## src/rtl/ucode_pkg.sv

```systemverilog
// Package: field encodings and the microword layout shared by the
// sequencer, its sub-blocks and its checker. Assumes no datapath detail.
package ucode_pkg;

    typedef enum logic [1:0] {ALU_ADD = 2'b00, ALU_SUB = 2'b01, ALU_FUNC = 2'b10} alu_f_e;
    typedef enum logic       {OPA_PC = 1'b0, OPA_REG = 1'b1} opa_f_e;
    typedef enum logic [1:0] {OPB_REG = 2'b00, OPB_FOUR = 2'b01, OPB_IMM = 2'b10, OPB_IMMSH = 2'b11} opb_f_e;
    typedef enum logic [1:0] {RFC_IDLE, RFC_READ, RFC_WR_ALU, RFC_WR_MEM} rfc_f_e;
    typedef enum logic [1:0] {MEMC_IDLE, MEMC_RD_PC, MEMC_RD_ALU, MEMC_WR_ALU} memc_f_e;
    typedef enum logic [1:0] {PCC_IDLE, PCC_ALU, PCC_COND, PCC_JUMP} pcc_f_e;
    typedef enum logic [1:0] {NXT_INC, NXT_FETCH, NXT_TBL1, NXT_TBL2} nxt_f_e;

    // One microword: six datapath fields plus the sequencing field.
    typedef struct packed {
        alu_f_e  alu;
        opa_f_e  opa;
        opb_f_e  opb;
        rfc_f_e  rfc;
        memc_f_e memc;
        pcc_f_e  pcc;
        nxt_f_e  nxt;
    } uword_t;

endpackage

```

## src/rtl/ucode_store.sv

```systemverilog
// Microcode store: returns the microword at a given address.
// Assumes addresses 10 and above are never reached; they read as a
// quiet word that returns to fetch.
module ucode_store
    import ucode_pkg::*;
#(
    parameter int UA_W = 4
) (
    input  logic [UA_W-1:0] addr_i,
    output uword_t          word_o
);

    // Purpose: constant lookup of the ten-word microprogram.
    always_comb begin
        word_o = '{alu: ALU_ADD, opa: OPA_PC, opb: OPB_REG, rfc: RFC_IDLE,
                   memc: MEMC_IDLE, pcc: PCC_IDLE, nxt: NXT_FETCH};
        case (addr_i)
            UA_W'(0): word_o = '{ALU_ADD,  OPA_PC,  OPB_FOUR,  RFC_IDLE,   MEMC_RD_PC,  PCC_ALU,  NXT_INC};
            UA_W'(1): word_o = '{ALU_ADD,  OPA_PC,  OPB_IMMSH, RFC_READ,   MEMC_IDLE,   PCC_IDLE, NXT_TBL1};
            UA_W'(2): word_o = '{ALU_ADD,  OPA_REG, OPB_IMM,   RFC_IDLE,   MEMC_IDLE,   PCC_IDLE, NXT_TBL2};
            UA_W'(3): word_o = '{ALU_ADD,  OPA_PC,  OPB_REG,   RFC_IDLE,   MEMC_RD_ALU, PCC_IDLE, NXT_INC};
            UA_W'(4): word_o = '{ALU_ADD,  OPA_PC,  OPB_REG,   RFC_WR_MEM, MEMC_IDLE,   PCC_IDLE, NXT_FETCH};
            UA_W'(5): word_o = '{ALU_ADD,  OPA_PC,  OPB_REG,   RFC_IDLE,   MEMC_WR_ALU, PCC_IDLE, NXT_FETCH};
            UA_W'(6): word_o = '{ALU_FUNC, OPA_REG, OPB_REG,   RFC_IDLE,   MEMC_IDLE,   PCC_IDLE, NXT_INC};
            UA_W'(7): word_o = '{ALU_ADD,  OPA_PC,  OPB_REG,   RFC_WR_ALU, MEMC_IDLE,   PCC_IDLE, NXT_FETCH};
            UA_W'(8): word_o = '{ALU_SUB,  OPA_REG, OPB_REG,   RFC_IDLE,   MEMC_IDLE,   PCC_COND, NXT_FETCH};
            UA_W'(9): word_o = '{ALU_ADD,  OPA_PC,  OPB_REG,   RFC_IDLE,   MEMC_IDLE,   PCC_JUMP, NXT_FETCH};
            default: ;
        endcase
    end

endmodule

```

## src/rtl/ucode_dispatch.sv

```systemverilog
// Dispatch tables: map the opcode to a routine entry for table 1
// (after decode) and table 2 (after address computation), each with a
// hit flag. Assumes entry addresses fit in UA_W bits.
module ucode_dispatch #(
    parameter int          OPC_W  = 6,
    parameter int          UA_W   = 4,
    parameter logic [5:0]  OP_LD  = 6'h23,
    parameter logic [5:0]  OP_ST  = 6'h2B,
    parameter logic [5:0]  OP_ALU = 6'h00,
    parameter logic [5:0]  OP_BR  = 6'h04,
    parameter logic [5:0]  OP_JMP = 6'h02
) (
    input  logic [OPC_W-1:0] opcode_i,
    output logic [UA_W-1:0]  t1_addr_o,
    output logic             t1_hit_o,
    output logic [UA_W-1:0]  t2_addr_o,
    output logic             t2_hit_o
);

    localparam logic [UA_W-1:0] E_MEM = UA_W'(2);
    localparam logic [UA_W-1:0] E_LD  = UA_W'(3);
    localparam logic [UA_W-1:0] E_ST  = UA_W'(5);
    localparam logic [UA_W-1:0] E_ALU = UA_W'(6);
    localparam logic [UA_W-1:0] E_BR  = UA_W'(8);
    localparam logic [UA_W-1:0] E_JMP = UA_W'(9);

    // Purpose: table 1 picks the instruction class routine.
    always_comb begin
        t1_hit_o  = 1'b1;
        t1_addr_o = '0;
        if (opcode_i == OPC_W'(OP_LD) || opcode_i == OPC_W'(OP_ST)) t1_addr_o = E_MEM;
        else if (opcode_i == OPC_W'(OP_ALU))                        t1_addr_o = E_ALU;
        else if (opcode_i == OPC_W'(OP_BR))                         t1_addr_o = E_BR;
        else if (opcode_i == OPC_W'(OP_JMP))                        t1_addr_o = E_JMP;
        else                                                        t1_hit_o  = 1'b0;
    end

    // Purpose: table 2 splits the load tail from the store tail.
    always_comb begin
        t2_hit_o  = 1'b1;
        t2_addr_o = '0;
        if (opcode_i == OPC_W'(OP_LD))      t2_addr_o = E_LD;
        else if (opcode_i == OPC_W'(OP_ST)) t2_addr_o = E_ST;
        else                                t2_hit_o  = 1'b0;
    end

endmodule

```

## src/rtl/ucode_next.sv

```systemverilog
// Next-address select: applies the microword's sequencing code. Assumes
// a table miss must send control back to fetch and be flagged.
module ucode_next
    import ucode_pkg::*;
#(
    parameter int UA_W = 4
) (
    input  nxt_f_e          nxt_i,
    input  logic [UA_W-1:0] upc_i,
    input  logic [UA_W-1:0] t1_addr_i,
    input  logic            t1_hit_i,
    input  logic [UA_W-1:0] t2_addr_i,
    input  logic            t2_hit_i,
    output logic [UA_W-1:0] next_o,
    output logic            miss_o
);

    localparam logic [UA_W-1:0] FETCH_ADDR = '0;

    // Purpose: choose increment, fetch or a table entry.
    always_comb begin
        miss_o = 1'b0;
        next_o = FETCH_ADDR;
        case (nxt_i)
            NXT_INC:   next_o = upc_i + UA_W'(1);
            NXT_FETCH: next_o = FETCH_ADDR;
            NXT_TBL1: begin
                miss_o = !t1_hit_i;
                next_o = t1_hit_i ? t1_addr_i : FETCH_ADDR;
            end
            NXT_TBL2: begin
                miss_o = !t2_hit_i;
                next_o = t2_hit_i ? t2_addr_i : FETCH_ADDR;
            end
            default: ;
        endcase
    end

endmodule

```

## src/rtl/ucode_decode.sv

```systemverilog
// Field decoder: expands the encoded fields into individual strobes and
// selects. Assumes blank fields give zero strobes and zero selects.
module ucode_decode
    import ucode_pkg::*;
(
    input  uword_t      word_i,
    output logic [1:0]  alu_op_o,
    output logic        alu_src_a_o,
    output logic [1:0]  alu_src_b_o,
    output logic        rf_read_o,
    output logic        rf_write_o,
    output logic        rf_wdata_sel_o,
    output logic        mem_read_o,
    output logic        mem_write_o,
    output logic        mem_addr_sel_o,
    output logic        ir_write_o,
    output logic        pc_write_o,
    output logic        pc_write_cond_o,
    output logic [1:0]  pc_src_o
);

    // Purpose: ALU operation and operand selects pass straight through.
    always_comb begin
        alu_op_o    = word_i.alu;
        alu_src_a_o = word_i.opa;
        alu_src_b_o = word_i.opb;
    end

    // Purpose: register-file field to read/write strobes and data select.
    always_comb begin
        rf_read_o      = (word_i.rfc == RFC_READ);
        rf_write_o     = (word_i.rfc == RFC_WR_ALU) || (word_i.rfc == RFC_WR_MEM);
        rf_wdata_sel_o = (word_i.rfc == RFC_WR_MEM);
    end

    // Purpose: memory field to strobes, address select and IR load.
    always_comb begin
        mem_read_o     = (word_i.memc == MEMC_RD_PC) || (word_i.memc == MEMC_RD_ALU);
        mem_write_o    = (word_i.memc == MEMC_WR_ALU);
        mem_addr_sel_o = (word_i.memc == MEMC_RD_ALU) || (word_i.memc == MEMC_WR_ALU);
        ir_write_o     = (word_i.memc == MEMC_RD_PC);
    end

    // Purpose: PC field to write strobes and source select.
    always_comb begin
        pc_write_o      = (word_i.pcc == PCC_ALU) || (word_i.pcc == PCC_JUMP);
        pc_write_cond_o = (word_i.pcc == PCC_COND);
        case (word_i.pcc)
            PCC_COND: pc_src_o = 2'b01;
            PCC_JUMP: pc_src_o = 2'b10;
            default:  pc_src_o = 2'b00;
        endcase
    end

endmodule

```

## src/rtl/ucode_sequencer.sv

```systemverilog
// Top: microprogram counter plus store, dispatch, next-address and
// decode stages. Controls are combinational from the counter and opcode;
// the counter advances on each rising edge.
module ucode_sequencer
    import ucode_pkg::*;
#(
    parameter int OPC_W = 6,
    parameter int UA_W  = 4
) (
    input  logic             clk,
    input  logic             rst_n,
    input  logic [OPC_W-1:0] opcode_i,
    output logic [UA_W-1:0]  upc_o,
    output logic [1:0]       alu_op_o,
    output logic             alu_src_a_o,
    output logic [1:0]       alu_src_b_o,
    output logic             rf_read_o,
    output logic             rf_write_o,
    output logic             rf_wdata_sel_o,
    output logic             mem_read_o,
    output logic             mem_write_o,
    output logic             mem_addr_sel_o,
    output logic             ir_write_o,
    output logic             pc_write_o,
    output logic             pc_write_cond_o,
    output logic [1:0]       pc_src_o,
    output logic             illegal_opcode_o
);

    uword_t          cur_word;
    logic [UA_W-1:0] upc_q;
    logic [UA_W-1:0] upc_next;
    logic [UA_W-1:0] t1_addr;
    logic [UA_W-1:0] t2_addr;
    logic            t1_hit;
    logic            t2_hit;

    // Purpose: microprogram counter with synchronous active-low reset.
    always_ff @(posedge clk) begin
        if (!rst_n) upc_q <= '0;
        else        upc_q <= upc_next;
    end

    assign upc_o = upc_q;

    ucode_store #(.UA_W(UA_W)) u_store (
        .addr_i (upc_q),
        .word_o (cur_word)
    );

    ucode_dispatch #(.OPC_W(OPC_W), .UA_W(UA_W)) u_disp (
        .opcode_i  (opcode_i),
        .t1_addr_o (t1_addr),
        .t1_hit_o  (t1_hit),
        .t2_addr_o (t2_addr),
        .t2_hit_o  (t2_hit)
    );

    ucode_next #(.UA_W(UA_W)) u_next (
        .nxt_i     (cur_word.nxt),
        .upc_i     (upc_q),
        .t1_addr_i (t1_addr),
        .t1_hit_i  (t1_hit),
        .t2_addr_i (t2_addr),
        .t2_hit_i  (t2_hit),
        .next_o    (upc_next),
        .miss_o    (illegal_opcode_o)
    );

    ucode_decode u_dec (
        .word_i          (cur_word),
        .alu_op_o        (alu_op_o),
        .alu_src_a_o     (alu_src_a_o),
        .alu_src_b_o     (alu_src_b_o),
        .rf_read_o       (rf_read_o),
        .rf_write_o      (rf_write_o),
        .rf_wdata_sel_o  (rf_wdata_sel_o),
        .mem_read_o      (mem_read_o),
        .mem_write_o     (mem_write_o),
        .mem_addr_sel_o  (mem_addr_sel_o),
        .ir_write_o      (ir_write_o),
        .pc_write_o      (pc_write_o),
        .pc_write_cond_o (pc_write_cond_o),
        .pc_src_o        (pc_src_o)
    );

endmodule

```

## config.mk

```make
export PLATFORM = sky130hd
export DESIGN_NAME = ucode_sequencer
export DESIGN_NICKNAME = d
export VERILOG_FILES = /design/src/rtl/ucode_pkg.sv /design/src/rtl/ucode_store.sv /design/src/rtl/ucode_dispatch.sv /design/src/rtl/ucode_next.sv /design/src/rtl/ucode_decode.sv /design/src/rtl/ucode_sequencer.sv
export SDC_FILE = /design/constraint.sdc
export NUM_CORES = 1
export LEC_CHECK = 0
export BUFFER_PORTS_ARGS = -buffer_cell sky130_fd_sc_hd__buf_2
export CORE_MARGIN = 4
export CORE_UTILIZATION = 46
export CTS_CLUSTER_DIAMETER = 80
export DETAILED_ROUTE_END_ITERATION = 8
export PLACE_DENSITY = 0.87
export SYNTH_ARGS = -nofsm -noshare
export SYNTH_HDL_FRONTEND = slang
export SYNTH_HIERARCHICAL = 1
export SYNTH_SLANG_ARGS = --single-unit
```

## constraint.sdc

```tcl
create_clock -name clk -period 2.06 [get_ports clk]
set_input_delay 0.103 -clock clk [delete_from_list [all_inputs] [get_ports clk]]
set_output_delay 0.103 -clock clk [all_outputs]
set_load 0.01 [all_outputs]
```

==> results of run 1 <==
[metal layers]
layer	share of wire, %	vias up
li1	-	336
met1	44	295
met2	44	33
met3	11	0
met4	0	0
met5	0	-
[how the worst min path moves through the flow]
| stage | end | slack [ps] | cells after the start |
|---|---|---|---|
| 2_1_floorplan | upc_o[0] | 220 | 1 |
| 3_3_place_gp | upc_o[1] | 340 | 2 |
| 3_5_place_dp | upc_o[1] | 350 | 2 |
| 4_1_cts | upc_o[1] | 100 | 2 |
| 5_1_grt | upc_o[1] | 120 | 2 |
| 6_report | upc_o[1] | 110 | 2 |
[metrics by stage]
| step | utilization (%) | instances | instance area, um2 | power, mW |
|---|---|---|---|---|
| 2_1_floorplan | - | 88 | 683 | 0.619 |
| 3_3_place_gp | 55.3 | 118 | 747 | 0.715 |
| 3_5_place_dp | 55.3 | 118 | 747 | 0.734 |
| 4_1_cts | 57.2 | 121 | 772 | 0.840 |
| 5_1_grt | 57.2 | 121 | 772 | 0.931 |
| 6_report | 57.2 | 121 | 772 | 0.831 |
[worst max-delay path, cell delays in order (launching register included)]
cell and delay, ps:
dfxtp_2 450, xnor2_1 160, nor3b_1 350, inv_1 100, ha_1 190, or2_1 190
buf_2 140
[power groups by stage]
stage	Clock [mW]	Combinational, mW	Sequential [mW]
2_1_floorplan	0	0.493	0.126
3_3_place_gp	0	0.573	0.142
5_1_grt	0.105	0.674	0.153
6_report	0.0966	0.586	0.148
4_1_cts	0.103	0.589	0.148
3_5_place_dp	0	0.587	0.147
[synth_stat cells]
| cell | number | area [um2] |
|---|---|---|
| a31oi_1 | 1 | 6.26 |
| xnor2_1 | 4 | 35.0 |
| a21oi_1 | 1 | 5.00 |
| or4_4 | 1 | 11.3 |
| buf_2 | 1 | 5.00 |
| ha_1 | 4 | 50.1 |
| or3_1 | 1 | 6.26 |
| nor3_1 | 5 | 25.0 |
| o22ai_2 | 1 | 12.5 |
| and4bb_2 | 1 | 12.5 |
| inv_1 | 5 | 18.8 |
| o2bb2ai_1 | 1 | 8.76 |
| a211oi_2 | 1 | 12.5 |
| a32oi_1 | 4 | 35.0 |
| conb_1 | 1 | 3.75 |
| xor2_1 | 3 | 26.3 |
| nor2b_1 | 2 | 12.5 |
| nor4_1 | 1 | 6.26 |
| or2b_1 | 1 | 7.51 |
| or3b_1 | 1 | 8.76 |
| nor4b_1 | 1 | 8.76 |
| clkbuf_1 | 3 | 11.3 |
| o21ai_1 | 3 | 15.0 |
| nand2_1 | 2 | 7.51 |
| or2_1 | 1 | 6.26 |
| dfxtp_1 | 4 | 80.1 |
| or4_1 | 2 | 15.0 |
| nand3_1 | 2 | 10.0 |
| nor2b_2 | 1 | 8.76 |
| buf_4 | 9 | 67.6 |
| nand4b_1 | 1 | 8.76 |
| and2_1 | 7 | 43.8 |
| nor3b_1 | 3 | 22.5 |
| a211oi_1 | 1 | 7.51 |
| nor3b_2 | 1 | 12.5 |
| nor2_1 | 4 | 15.0 |
| buf_6 | 3 | 33.8 |
[area by class of cell]
cell class,count,area share [%]
well taps,15,2.43
multi-input cells,63,60.5
repair buffers,31,21.1
flip-flops and latches,4,10.7
clock buffers,3,2.92
inverters,5,2.43
[cells by family (layout without fill, tap and decap cells)]
logic type	after synthesis	in the layout	share of synthesized area [%]
buffers and inverters	21	39	20.0
AOI/OAI and AO/OA	13	13	15.0
xor gates and xnor gates	7	7	8.97
adders and majority gates	4	4	7.33
other	1	1	0.549
and+or+nand+nor	38	38	36.4
DFF	4	4	11.7
==> results.py, run 1 <==
metrics = {
    "status": {
        "status": "finished clean",
    },
    "clock_tree": {
        "clk_path_buf_depth": 2,
        "cts_tree": "done",
        "cts_setup_buffers": 0,
        "ctsHtreeMaxLevel": 1,
        "worstSkewPairLatency_ps": 230,
        "cts_sinks": 4,
        "cts-resized-gates": 2,
        "cts_buffers": 3,
        "path_clk_slew_ps": 40,
        "cts_hold_buf": 0,
        "cts_root_buf": "clkbuf_4",
    },
    "worst_setup_path": {
        "crit_path_max_fanout": 12,
        "critPathLaunch": "upc_o[0]",
        "r2r_end": "upc_o[0]",
        "cp.required_ps": 1960,
        "worst_setup_path_end_kind": "primary output",
        "start_kind": "register",
        "setup.worst_path.end": "mem_addr_sel_o",
        "rrSetupSlack_ps": 390,
        "arrival_ps": 1810,
        "crit_type": "reg -> out",
        "r2r-start": "upc_o[0]",
        "r2r_cells": 6,
    },
    "pwr": {
        "comb_power_share_pct": 70.6,
        "switching_power_mw": 0.407,
        "clkPwrFrac_pct": 11.6,
        "powerDensity_mw_per_mm2": 1080,
        "internal_power_mw": 0.424,
        "leakage_nw": 0.380,
        "swShare_pct": 49.0,
        "vdd_drop_max_mv": 0.726,
        "pwr-share-seq_pct": 17.8,
    },
    "grt": {
        "grt_use_total_pct": 15.1,
        "globalRouteMet3Util_pct": 2.73,
        "grt_overflow_total": 0,
        "grt_max_degree": 13,
        "use_met1_pct": 20.7,
        "grt_pass1_vias": 576,
        "grt_pass1_wl_mm": 2.40,
        "gr-usage-met2_pct": 23.4,
        "busiest_layer": "met2",
        "antenna_found_initial": 0,
    },
    "timing": {
        "finalCriticalPeriod_ps": 1910,
        "holdWs_ps": 109,
        "setup_ws_ps": 145,
        "max_freq_mhz": 522,
        "slew_headroom_pct": 58.9,
        "finalSetupViolCount": 0,
        "drv_slew": 0,
        "clock_skew_ps": 3.02,
        "rsz0062_at_grt": "no",
        "timing.final.crit_share_pct": 93.0,
        "worstMarginPinSlew_ps": 611,
        "hold_viol_final": 0,
        "fin_setup_tns_ps": 0,
    },
    "finish": {
        "nets": 120,
        "largest_register_ffs": 4,
        "nFillCells": 134,
        "regArea_um2": 82.6,
        "antenna_cells": 0,
        "syn2layout_area_growth_pct": 13.0,
        "final_common_cell": "buf_2",
        "multi_input_area_um2": 467,
        "drive_above_1_share_pct": 39.6,
        "final_cell_mix": "buf_2 (28), and2_1 (7), inv_1 (5), nor3_1 (5)",
    },
    "floorplanning": {
        "dieArea_mm2": 0.00217,
        "ios": 29,
        "chipHeight_um": 46.5,
        "start_util_pct": 50.6,
        "rows": 13,
        "die_w_um": 46.5,
        "core-area_mm2": 0.00135,
    },
    "drt": {
        "num_vias": 664,
        "drt_wl_total_mm": 1.43,
        "ant_nets": 0,
        "wl_per_cell_um": 11.8,
        "viasPerCell": 5.49,
        "drt-pass1-iter-count": 4,
        "drtIter0Drc": 16,
        "drc": 0,
    },
    "placed_design": {
        "globalplace.congestion": 0.807,
        "dp_slack_ps": 230,
        "dp_hpwl_mm": 1.15,
        "port_buffers": 28,
    },
    "flow_run": {
        "cap_violations": 0,
    },
    "synth": {
        "ys_seq_area_share_pct": 11.7,
        "yosys_warnings": 6,
        "synth_seq_cells": 4,
        "netlist_area_um2": 683,
        "synth.avg_cell_area_um2": 7.76,
        "syn_inst": 88,
        "synth_nets": 100,
        "synth_cell_types": 37,
    },
    "min_path": {
        "hold_start": "rst_n",
        "hp-class": "in -> reg",
    },
}
(Power assumes the default switching activity.)
==> run 2, diff against run 1 <==
Settings changed: PLACE_DENSITY 0.87 to 0.77, TNS_END_PERCENT set to 100.
==> run 2 against run 1 <==
Against the previous run: power increased by 0.75%; clock skew increased by 8.6 ps; first-iteration DRC count shrank 69%; cell area rose by 0.65%; register-to-register slack about the same; combinational power barely moved; sequential power about the same; critical path type unchanged; flip-flop and latch count unchanged; sequential share of layout area down 0.069 points; core utilization rose by 0.37 points.
==> results.py, run 2 (synthesis results as in run 1) <==
metrics = {
    "worst_setup_path": {
        "crit_type": "reg -> out",
        "cpPeakStageDelay_ps": 440,
        "crit_path_max_fanout": 7,
        "crit_family": "compound AO/OA/AOI/OAI gates",
        "start_kind": "register",
        "arrival_ps": 1750,
        "crit_buf_inv": 1,
        "worst_setup_path_end_kind": "primary output",
        "cp_cell_sequence": "or2b_1 > a21oi_1 > nor2b_2 > a211oi_1 > buf_2",
        "cp.required_ps": 1960,
        "critPathSlowestCell": "dfxtp_1",
    },
    "grt": {
        "grt_max_degree": 13,
        "gr-usage-met2_pct": 23.1,
        "grt_overflow_total": 0,
        "grt_pass1_vias": 542,
        "globalRouteMet3Util_pct": 5.86,
        "grt_use_total_pct": 15.1,
        "grt_pass1_wl_mm": 2.39,
        "busiest_layer": "met2",
        "antenna_found_initial": 0,
        "use_met1_pct": 19.8,
    },
    "drt": {
        "wl_per_cell_um": 12.4,
        "drt-pass1-iter-count": 4,
        "num_vias": 663,
        "ant_nets": 0,
        "drt_wl_total_mm": 1.50,
        "viasPerCell": 5.48,
        "drtIter0Drc": 5,
        "drc": 0,
    },
    "clock_tree": {
        "path_clk_slew_ps": 40,
        "ctsHtreeMaxLevel": 1,
        "cts_sinks": 4,
        "clk_path_buf_depth": 2,
        "worstSkewPairLatency_ps": 240,
        "cts_buffers": 3,
        "cts_root_buf": "clkbuf_4",
        "cts_hold_buf": 0,
        "cts_tree": "done",
    },
    "floorplanning": {
        "rows": 13,
        "dieArea_mm2": 0.00217,
        "chipHeight_um": 46.5,
        "start_util_pct": 50.6,
        "core-area_mm2": 0.00135,
        "die_w_um": 46.5,
        "ios": 29,
    },
    "finish": {
        "antenna_cells": 0,
        "nets": 120,
        "drive_above_1_share_pct": 40.6,
        "nFillCells": 131,
        "final_common_cell": "buf_2",
        "fin_area_um2": 777,
        "largest_register_ffs": 4,
        "syn2layout_area_growth_pct": 13.7,
        "final_cell_mix": "buf_2 (28), and2_1 (7), inv_1 (5), nor3_1 (5)",
    },
    "timing": {
        "clock_skew_ps": 11.6,
        "max_freq_mhz": 539,
        "drv_slew": 0,
        "rsz0062_at_grt": "no",
        "finalSetupViolCount": 0,
        "slew_headroom_pct": 61.0,
        "holdWs_ps": 100,
        "finalCriticalPeriod_ps": 1860,
        "hold_viol_final": 0,
        "worstMarginPinSlew_ps": 580,
        "setup_ws_ps": 204,
        "fin_setup_tns_ps": 0,
        "timing.final.crit_share_pct": 90.1,
    },
    "placed_design": {
        "placed_area_um2": 747,
        "dp_slack_ps": 233,
        "port_buffers": 28,
        "globalplace.congestion": 0.764,
        "dp_hpwl_mm": 1.16,
    },
    "pwr": {
        "leakage_nw": 0.383,
        "powerDensity_mw_per_mm2": 1080,
        "vdd_drop_max_mv": 0.590,
    },
    "min_path": {
        "hp-class": "in -> reg",
    },
    "flow_run": {
        "cap_violations": 0,
    },
    "status": {
        "status": "finished clean",
    },
}
run 2: repair_timing:
item | 4_1_cts | 5_1_grt
hold endpoints to repair | 0 | 0
gates resized for setup | 1 | 2
setup endpoints to repair | 1 | 2
setup buffers | 0 | 0
run 2: metal layers:
metal	vias up	part of all wire, %
met5	-	0
met3	0	8.5
met2	23	48
met1	300	44
li1	340	-
met4	0	0
run 2: per-stage QoR:
stage	power (mW)	cells	util (%)
2_1_floorplan	0.619	88	-
3_3_place_gp	0.717	118	55.3
3_5_place_dp	0.726	118	55.3
4_1_cts	0.833	121	57.1
5_1_grt	0.933	121	57.6
6_report	0.837	121	57.6
run 2: final timing paths:
path | from | to | slack [ps] | depth (start not counted)
worst max-delay path | upc_o[1] | illegal_opcode_o | 200 | 5
worst min-delay path | rst_n | upc_o[1] | 100 | 2
worst max register to register | upc_o[1] | upc_o[3] | 380 | 6
worst min register to register | upc_o[2] | upc_o[2] | 820 | 4
run 2: layout make-up:
type	count	area (um2)	share of cell area, %
multi-input combinational	63	472	60.7
timing repair buffer	31	163	20.9
sequential	4	82.6	10.6
clock buffer	3	22.5	2.90
inverter	5	18.8	2.42
tap	15	18.8	2.42
run 2: where the power goes:
group	internal, mW	switching [mW]
Sequential	0.0994	0.0483
Clock	0.0653	0.0347
Combinational	0.262	0.327
Total	0.427	0.411
==> run 3, diff against run 2 <==
Settings changed: CORE_UTILIZATION 46 to 49, CTS_BUF_LIST set to sky130_fd_sc_hd__clkbuf_4, PLACE_DENSITY 0.77 to 0.82.
==> run 3 against run 2 <==
Against the previous run: worst hold slack gained 4.8 ps; cell area is 0.81% higher; power fell by 0.45%; clock skew fell by 6.9 ps; maximum frequency is 1.5% lower; non-clock buffer count is 1 higher; sequential power about the same; combinational power rose by 0.8%; register-to-register slack improved by 40 ps; critical path depth up 1; critical path type unchanged; largest power group unchanged.
==> results.py, run 3 (synthesis results as in run 1) <==
metrics = {
    "worst_setup_path": {
        "arrival_ps": 1780,
        "critPathLaunch": "upc_o[2]",
        "crit_path_max_fanout": 7,
        "cpPeakStageDelay_ps": 450,
        "crit_family": "flip-flops",
        "cp_num_cells": 6,
        "crit_buf_inv": 3,
        "worst_setup_path_end_kind": "primary output",
        "cp_cell_sequence": "buf_4 > xnor2_1 > nor3b_1 > ha_1 > inv_1 > buf_2",
        "setup.worst_path.end": "mem_read_o",
        "cp.required_ps": 1960,
        "r2r_end": "upc_o[0]",
        "r2r_cells": 6,
        "start_kind": "register",
        "critPathSlowestCell": "dfxtp_1",
        "r2r-start": "upc_o[1]",
        "rrSetupSlack_ps": 420,
        "crit_type": "reg -> out",
    },
    "finish": {
        "regArea_um2": 81.3,
        "fin_area_um2": 783,
        "antenna_cells": 0,
        "largest_register_ffs": 4,
        "final_cell_mix": "buf_2 (28), and2_1 (7), inv_1 (5), nor3_1 (5)",
        "multi_input_area_um2": 472,
        "nFillCells": 143,
        "final_common_cell": "buf_2",
        "drive_above_1_share_pct": 40.2,
        "fin_cells": 122,
        "nets": 121,
        "syn2layout_area_growth_pct": 14.7,
    },
    "timing": {
        "slew_headroom_pct": 61.5,
        "drv_slew": 0,
        "finalCriticalPeriod_ps": 1880,
        "clock_skew_ps": 4.77,
        "timing.final.crit_share_pct": 91.4,
        "hold_viol_final": 0,
        "fin_setup_tns_ps": 0,
        "rsz0062_at_grt": "no",
        "worstMarginPinSlew_ps": 573,
        "finalSetupViolCount": 0,
        "max_freq_mhz": 531,
        "setup_ws_ps": 176,
    },
    "pwr": {
        "powerDensity_mw_per_mm2": 1060,
        "vdd_drop_max_mv": 0.913,
        "leakage_nw": 0.388,
        "p_total_mw": 0.833,
    },
    "grt": {
        "busiest_layer": "met2",
        "grt_pass1_vias": 539,
        "grt_overflow_total": 0,
        "use_met1_pct": 16.8,
        "gr-usage-met2_pct": 25.1,
        "globalRouteMet3Util_pct": 5.58,
        "grt_pass1_wl_mm": 2.22,
        "grt_use_total_pct": 14.3,
        "grt_max_degree": 13,
        "antenna_found_initial": 0,
    },
    "drt": {
        "drc": 0,
        "drt-pass1-iter-count": 3,
        "wl_per_cell_um": 11.5,
        "drtIter0Drc": 5,
        "viasPerCell": 5.30,
        "ant_nets": 0,
        "num_vias": 647,
        "drt_wl_total_mm": 1.41,
    },
    "clock_tree": {
        "worstSkewPairLatency_ps": 230,
        "cts_root_buf": "clkbuf_4",
        "cts_sinks": 4,
        "cts_tree": "done",
        "path_clk_slew_ps": 40,
        "ctsHtreeMaxLevel": 1,
        "cts_buffers": 3,
        "clk_path_buf_depth": 2,
    },
    "placed_design": {
        "globalplace.congestion": 0.784,
        "dp_hpwl_mm": 1.18,
        "placed_area_um2": 754,
        "port_buffers": 28,
        "dp_cells": 119,
        "dp_slack_ps": 174,
    },
    "min_path": {
        "hp-class": "in -> reg",
    },
    "floorplanning": {
        "die_w_um": 45.3,
        "rows": 13,
        "chipHeight_um": 45.3,
        "core-area_mm2": 0.00130,
        "dieArea_mm2": 0.00206,
        "start_util_pct": 52.5,
        "ios": 29,
    },
    "status": {
        "status": "finished clean",
    },
    "flow_run": {
        "cap_violations": 0,
    },
}
## run 3: changes by cell type in the layout (fill, tap and decap cells not counted)
cell     change
dfxtp_1      +1
dfxtp_2      -1
buf_4        +1
## run 3: final cells by class
class	count	area share, %
clock buffer	3	2.88
inverter	5	2.40
multi-input combinational	63	60.2
sequential	4	10.4
tap	15	2.40
timing repair buffer	32	21.7
## run 3: worst min-delay path by stage
stage | end | startpoint | cells past startpoint
floorplan | upc_o[0] | rst_n | 1
global placement | upc_o[0] | rst_n | 2
detailed placement | upc_o[1] | rst_n | 2
CTS | upc_o[0] | rst_n | 2
global route | upc_o[3] | rst_n | 2
finish | upc_o[0] | rst_n | 2
## run 3: per-layer routing
layer	vias to the layer above	wire, um
met4	0	16
met3	2	102
met2	18	699
met1	284	590
li1	343	-
met5	-	0
## run 3: report_power, final
group	switching, mW	internal, mW	total (mW)
sequential	0.0462	0.0991	0.145
combinational	0.328	0.266	0.594
clock	0.0290	0.0649	0.0939
## run 3: repair_timing
item,in CTS,in global routing
gates resized for setup,1,1
buffers inserted,0,0
hold buffers,0,0
endpoints found under the setup margin,2,2
## run 3: through the flow
step                hold WS, ps  util [%]
global placement            336      58.0
floorplan                   225         -
detailed placement          344      58.0
CTS                         104      59.8
finish                      105      60.2
global route                118      60.2
